<file path="src/rtl/pin_conditioner_pkg.sv">
package pin_conditioner_pkg;

    localparam int NUM_PINS  = 6;
    localparam int PIN_W     = 3;
    localparam int NUM_EVT   = 4;

    localparam int PIN_EXT   = 0;
    localparam int PIN_SMI   = 1;
    localparam int PIN_MCHK  = 2;
    localparam int PIN_STOP  = 3;
    localparam int PIN_HRST  = 4;
    localparam int PIN_SRST  = 5;

    localparam int EVT_EXT   = 0;
    localparam int EVT_SMI   = 1;
    localparam int EVT_MCHK  = 2;
    localparam int EVT_SRST  = 3;

    typedef enum logic {
        CORE_RUN     = 1'b0,
        CORE_STOPPED = 1'b1
    } halt_state_e;

    // Which pin feeds each pending event.
    function automatic int evt_src_pin(int e);
        case (e)
            EVT_EXT:  return PIN_EXT;
            EVT_SMI:  return PIN_SMI;
            EVT_MCHK: return PIN_MCHK;
            default:  return PIN_SRST;
        endcase
    endfunction

    // Sticky falling-edge events versus level-copy events.
    function automatic bit evt_is_sticky(int e);
        return (e == EVT_MCHK);
    endfunction

endpackage

</file>
<file path="src/rtl/pin_level_tracker.sv">
module pin_level_tracker
    import pin_conditioner_pkg::*;
#(
    parameter int N_PINS = NUM_PINS,
    parameter int IDX_W  = PIN_W
) (
    input  logic              clk,
    input  logic              rst_n,
    input  logic              upd_valid,
    input  logic [IDX_W-1:0]  upd_pin,
    input  logic              upd_level,
    output logic [N_PINS-1:0] pin_chg
);

    logic [N_PINS-1:0] lvl_q;

    for (genvar i = 0; i < N_PINS; i++) begin : g_pin
        assign pin_chg[i] = upd_valid && (upd_pin == IDX_W'(i)) && (upd_level != lvl_q[i]);

        always_ff @(posedge clk or negedge rst_n) begin
            if (!rst_n)
                lvl_q[i] <= 1'b0;
            else if (pin_chg[i])
                lvl_q[i] <= upd_level;
        end
    end

    // a matching update leaves the stored levels unchanged
    assert_match_noop_R1: assert property (@(posedge clk) disable iff (!rst_n)
        (pin_chg == '0) |=> (lvl_q == $past(lvl_q)));

    // indices beyond the defined pins never strobe a change
    assert_bad_index_R9: assert property (@(posedge clk) disable iff (!rst_n)
        (upd_valid && (int'(upd_pin) >= N_PINS)) |-> (pin_chg == '0));

    assert_one_change_R1: assert property (@(posedge clk) disable iff (!rst_n)
        $onehot0(pin_chg));

endmodule

</file>
<file path="src/rtl/pending_events.sv">
module pending_events
    import pin_conditioner_pkg::*;
#(
    parameter int N_EVT = NUM_EVT
) (
    input  logic             clk,
    input  logic             rst_n,
    input  logic [N_EVT-1:0] evt_chg,
    input  logic             upd_level,
    input  logic [N_EVT-1:0] evt_clear,
    output logic [N_EVT-1:0] pend_q
);

    for (genvar e = 0; e < N_EVT; e++) begin : g_evt
        logic set_e;
        logic drop_e;

        if (evt_is_sticky(e)) begin : g_sticky
            assign set_e  = evt_chg[e] && !upd_level;
            assign drop_e = 1'b0;
        end else begin : g_level
            assign set_e  = evt_chg[e] && upd_level;
            assign drop_e = evt_chg[e] && !upd_level;
        end

        always_ff @(posedge clk or negedge rst_n) begin
            if (!rst_n)
                pend_q[e] <= 1'b0;
            else if (set_e)
                pend_q[e] <= 1'b1;
            else if (drop_e || evt_clear[e])
                pend_q[e] <= 1'b0;
        end

        // set wins against a simultaneous clear
        assert_set_wins_R10: assert property (@(posedge clk) disable iff (!rst_n)
            (evt_chg[e] && evt_clear[e] && (upd_level != evt_is_sticky(e))) |=> pend_q[e]);

        // no pin change and no clear keeps the pending bit
        assert_hold_R1: assert property (@(posedge clk) disable iff (!rst_n)
            (!evt_chg[e] && !evt_clear[e]) |=> $stable(pend_q[e]));

        if (evt_is_sticky(e)) begin : g_chk_sticky
            // a rising machine-check change has no effect
            assert_rise_ignored_R4: assert property (@(posedge clk) disable iff (!rst_n)
                (evt_chg[e] && upd_level && !evt_clear[e]) |=> $stable(pend_q[e]));
        end
    end

endmodule

</file>
<file path="src/rtl/halt_fsm.sv">
module halt_fsm
    import pin_conditioner_pkg::*;
(
    input  logic clk,
    input  logic rst_n,
    input  logic stop_chg,
    input  logic upd_level,
    output logic core_halt
);

    halt_state_e state_q;
    halt_state_e state_d;

    always_comb begin
        state_d = state_q;
        unique case (state_q)
            CORE_RUN:     if (stop_chg && upd_level)  state_d = CORE_STOPPED; // stop
            CORE_STOPPED: if (stop_chg && !upd_level) state_d = CORE_RUN;     // resume
        endcase
    end

    always_ff @(posedge clk or negedge rst_n) begin
        if (!rst_n)
            state_q <= CORE_RUN;
        else
            state_q <= state_d;
    end

    always_comb begin
        core_halt = (state_q == CORE_STOPPED);
    end

    // halt lands on the new checkstop level
    assert_halt_follows_R5: assert property (@(posedge clk) disable iff (!rst_n)
        stop_chg |=> (core_halt == $past(upd_level)));

    // halt moves only with a checkstop change
    assert_halt_steady_R5: assert property (@(posedge clk) disable iff (!rst_n)
        !stop_chg |=> $stable(core_halt));

endmodule

</file>
<file path="src/rtl/pin_conditioner.sv">
module pin_conditioner
    import pin_conditioner_pkg::*;
(
    input  logic               clk,
    input  logic               rst_n,
    input  logic               upd_valid,
    input  logic [PIN_W-1:0]   upd_pin,
    input  logic               upd_level,
    input  logic [NUM_EVT-1:0] evt_clear,
    output logic [NUM_EVT-1:0] evt_pending,
    output logic               irq_req,
    output logic               core_halt,
    output logic               hreset_req
);

    logic [NUM_PINS-1:0] pin_chg;
    logic [NUM_EVT-1:0]  evt_chg;
    logic                hrst_q;

    pin_level_tracker #(.N_PINS(NUM_PINS), .IDX_W(PIN_W)) u_track (
        .clk       (clk),
        .rst_n     (rst_n),
        .upd_valid (upd_valid),
        .upd_pin   (upd_pin),
        .upd_level (upd_level),
        .pin_chg   (pin_chg)
    );

    for (genvar e = 0; e < NUM_EVT; e++) begin : g_route
        assign evt_chg[e] = pin_chg[evt_src_pin(e)];
    end

    pending_events #(.N_EVT(NUM_EVT)) u_pend (
        .clk       (clk),
        .rst_n     (rst_n),
        .evt_chg   (evt_chg),
        .upd_level (upd_level),
        .evt_clear (evt_clear),
        .pend_q    (evt_pending)
    );

    halt_fsm u_halt (
        .clk       (clk),
        .rst_n     (rst_n),
        .stop_chg  (pin_chg[PIN_STOP]),
        .upd_level (upd_level),
        .core_halt (core_halt)
    );

    always_ff @(posedge clk or negedge rst_n) begin
        if (!rst_n)
            hrst_q <= 1'b0;
        else if (pin_chg[PIN_HRST])
            hrst_q <= upd_level;
    end

    assign hreset_req = hrst_q;
    assign irq_req    = |evt_pending;

    // reset request follows hard-reset pin changes
    assert_hreset_follows_R8: assert property (@(posedge clk) disable iff (!rst_n)
        pin_chg[PIN_HRST] |=> (hreset_req == $past(upd_level)));

    // immediate check right after reset release
    assert_irq_quiet_R11: assert property (@(posedge clk) disable iff (!rst_n)
        $rose(rst_n) |-> (evt_pending == '0));

endmodule

</file>
<file path="config.mk">
export PLATFORM = sky130hd
export DESIGN_NAME = pin_conditioner
export DESIGN_NICKNAME = d
export VERILOG_FILES = /design/src/rtl/pin_conditioner_pkg.sv /design/src/rtl/pin_level_tracker.sv /design/src/rtl/pending_events.sv /design/src/rtl/halt_fsm.sv /design/src/rtl/pin_conditioner.sv
export SDC_FILE = /design/constraint.sdc
export NUM_CORES = 1
export LEC_CHECK = 0
export ABC_AREA = 1
export BUFFER_PORTS_ARGS = -buffer_cell sky130_fd_sc_hd__buf_2
export CORE_AREA = 2 2 39 41
export DETAILED_ROUTE_END_ITERATION = 8
export DIE_AREA = 0 0 41 43
export GPL_TIMING_DRIVEN = 0
export PLACE_DENSITY = 0.67
export SETUP_SLACK_MARGIN = 0.05
export SLEW_MARGIN = 20
export SYNTH_ARGS = -nofsm -noshare
export SYNTH_HDL_FRONTEND = slang
export SYNTH_SLANG_ARGS = --single-unit
</file>
<file path="constraint.sdc">
create_clock -name clk -period 1.64 [get_ports clk]
set_clock_uncertainty 0.05 [all_clocks]
set_input_delay 0.082 -clock clk [delete_from_list [all_inputs] [get_ports clk]]
set_output_delay 0.082 -clock clk [all_outputs]
set_load 0.005 [all_outputs]
</file>
==> reports/results.txt <==
Max Fclk: 0.891 GHz
CP Capture Type: output port
FF-to-FF End: u_track.lvl_q[1]
CP startpoint kind: register
initial core utilization: 0.394
Final nets: 117
Core Region: 0.00138 sq mm
mapped cell area: 546 sq um
GPL Wtd Cong: 0.760
r2r worst-path depth: 6
PD cells: 942 mW/mm^2
Die X: 41 um
Max FO, Critical Path: 3
first-pass GRT wire length: 1.93 mm
CTS Buf Count: 3
H-tree levels: 1
share of cells above drive strength 1: 0.238
Mapped Nets: 91
Netlist cell types: 11
Tot GR Track Use: 0.165
ANT cells: 0
WP data required: 1.51 ns
Setup TNS: 0 ns
HP Start: upd_level
WL per Instance: 9.46 um
reg2reg setup slack: 0.73 ns
grt total ovfl: 0
Hold Crit Class: input port to register
drc violations: 0
Leak: 0.435 nW
vias per inst: 4.42
setup ws final: 0.518 ns
placed cell areas: 646 sq um
Boundary Pins: 18
max_cap viols: 0
routed wire length: 1.15 mm
initial antenna violation count: 0
Synth-to-Final Area Change: 34.2%
post-layout min period: 1.12 ns
critical register-to-register path startpoint: u_track.lvl_q[1]
Layout Cells excl Fill: 121
Worst path max stage delay: 0.39 ns
Final Instance Area: 732 sq um
vias in the first global route: 511
Yosys Warn Count: 0
placed insts: 112
Worst VDD drop: 0.385 mV
FF+latch count, synth: 10
pre-CTS WS: 0.735 ns
RSZ-0062 raised after global routing: no
Site Rows: 14
Worst-Margin Slew: 0.235 ns
FILL cells: 145
Final Hold Viols: 0
Root Driver: clkbuf_4
worst-path cell chain: nor2_1 > nand3_1 > buf_2
insertion delay to the later sink of the worst-skew pair: 0.27 ns
Max Buffers Root-to-Sink: 2
Hold WS: 0.0281 ns
Setup-failing EPs final: 0
Hold Crit Depth: 3
CTS tree: yes
Die ar.: 0.00176 sq mm
period utilization: 0.684
Mapped Avg Cell Area: 6.82 sq um
port buffer count: 16
clk sink count: 10
vias: 535
First-pass DRT Iterations: 4
Slew Viols, Final: 0
hold endpoint: u_track.lvl_q[2]
outcome: completed
Final ANT Viol Nets: 0
Clk pin slew, worst setup/hold paths: 0.07 ns
Crit path arrival time: 0.99 ns
Synth Instances: 80
Rel. slew slack: 0.843
dpl hpwl: 845 um
Reg area: 250 sq um
post-CTS setup buffers: 0
critical path class: register to output port
largest net degree at the start of global routing: 11
sequential element share of the synthesized area: 0.459
DIE HEIGHT: 43 um
Iter 0 DRT Violations: 4
Slowest-stage cell, CP: dfrtp_1
multi-input logic area: 230 sq um
-- stage by stage --
stage | util | power (mW)
finish | 0.529 | 0.689
global route | 0.529 | 0.745
CTS | 0.529 | 0.703
detailed placement | 0.467 | 0.457
global placement | 0.467 | 0.448
floorplan | - | 0.405
-- cells by family (layout without fill, tap and decap cells) --
| family | count (synthesis) | count (layout) | share of synthesized area |
|---|---|---|---|
| compound gates | 3 | 3 | 0.0367 |
| buf+inv | 14 | 39 | 0.119 |
| flops | 10 | 10 | 0.459 |
| simple gates | 53 | 53 | 0.385 |
-- cells in the mapped netlist --
cell type	n	area, sq um
o21ai_1	1	5.00
inv_1	11	41.3
inv_6	1	8.76
buf_6	1	11.3
nand2_1	36	135
dfrtp_1	10	250
nor2_1	10	37.5
nand2_2	2	12.5
nand3_1	5	25.0
inv_2	1	3.75
o21bai_1	2	15.0
-- where the power goes --
part / internal [mW] / total (mW) / switching, mW
Sequential: 0.287 / 0.311 / 0.0245
Clock: 0.135 / 0.230 / 0.0948
Combinational: 0.0673 / 0.148 / 0.0811
-- final cells by class --
cell class | instances | area share
Sequential cell | 10 | 0.342
Multi-Input combinational cell | 56 | 0.315
Timing Repair Buffer | 21 | 0.178
Inverter | 13 | 0.0735
Clock buffer | 4 | 0.0496
Tap cell | 16 | 0.0274
Buffer | 1 | 0.0154
-- worst max-delay path: cells and delay by family, from the launching register on --
| kind | cells | cell delay [ns] |
|---|---|---|
| and+or+nand+nor | 2 | 0.21 |
| buffers and inverters | 1 | 0.13 |
| DFF | 1 | 0.39 |
-- worst max-delay path by stage --
stage | from | endpoint | slack, ns | cells past startpoint
2_1_floorplan | u_track.lvl_q[0] | u_track.lvl_q[0] | 0.81 | 6
3_3_place_gp | u_track.lvl_q[1] | u_track.lvl_q[1] | 0.78 | 6
3_5_place_dp | u_track.lvl_q[1] | u_track.lvl_q[1] | 0.73 | 6
4_1_cts | u_pend.pend_q[3] | irq_req | 0.50 | 3
5_1_grt | u_pend.pend_q[3] | irq_req | 0.45 | 3
6_report | u_pend.pend_q[3] | irq_req | 0.52 | 3
-- flip-flops by register name (all words and copies together) (netlist names), named ones only --
register	flops
u_track.lvl_q	5
u_pend.pend_q	4
-- layout by cell type, fill, tap and decap left out --
cell and instances:
clkbuf_4 3, o21ai_1 1, buf_2 16, o21bai_1 2, inv_6 1, nand2_2 2
dfrtp_1 10, buf_6 1, clkbuf_8 1, dlygate4sd3_1 5, inv_1 11, nand2_1 36
inv_2 1, nand3_1 5, nor2_1 10
-- layer usage --
metal,track usage,part of all wire,vias up
li1,-,-,288
met1,0.176,0.43,234
met2,0.269,0.54,11
met3,0.0314,0.025,2
met4,0.120,0.010,0
met5,0,0,-
-- what timing repair did --
action,in CTS,in global routing
resized for setup,0,0
hold endpoints to repair,14,0
hold buffers,5,0
Power figures use the tool's default switching activity.
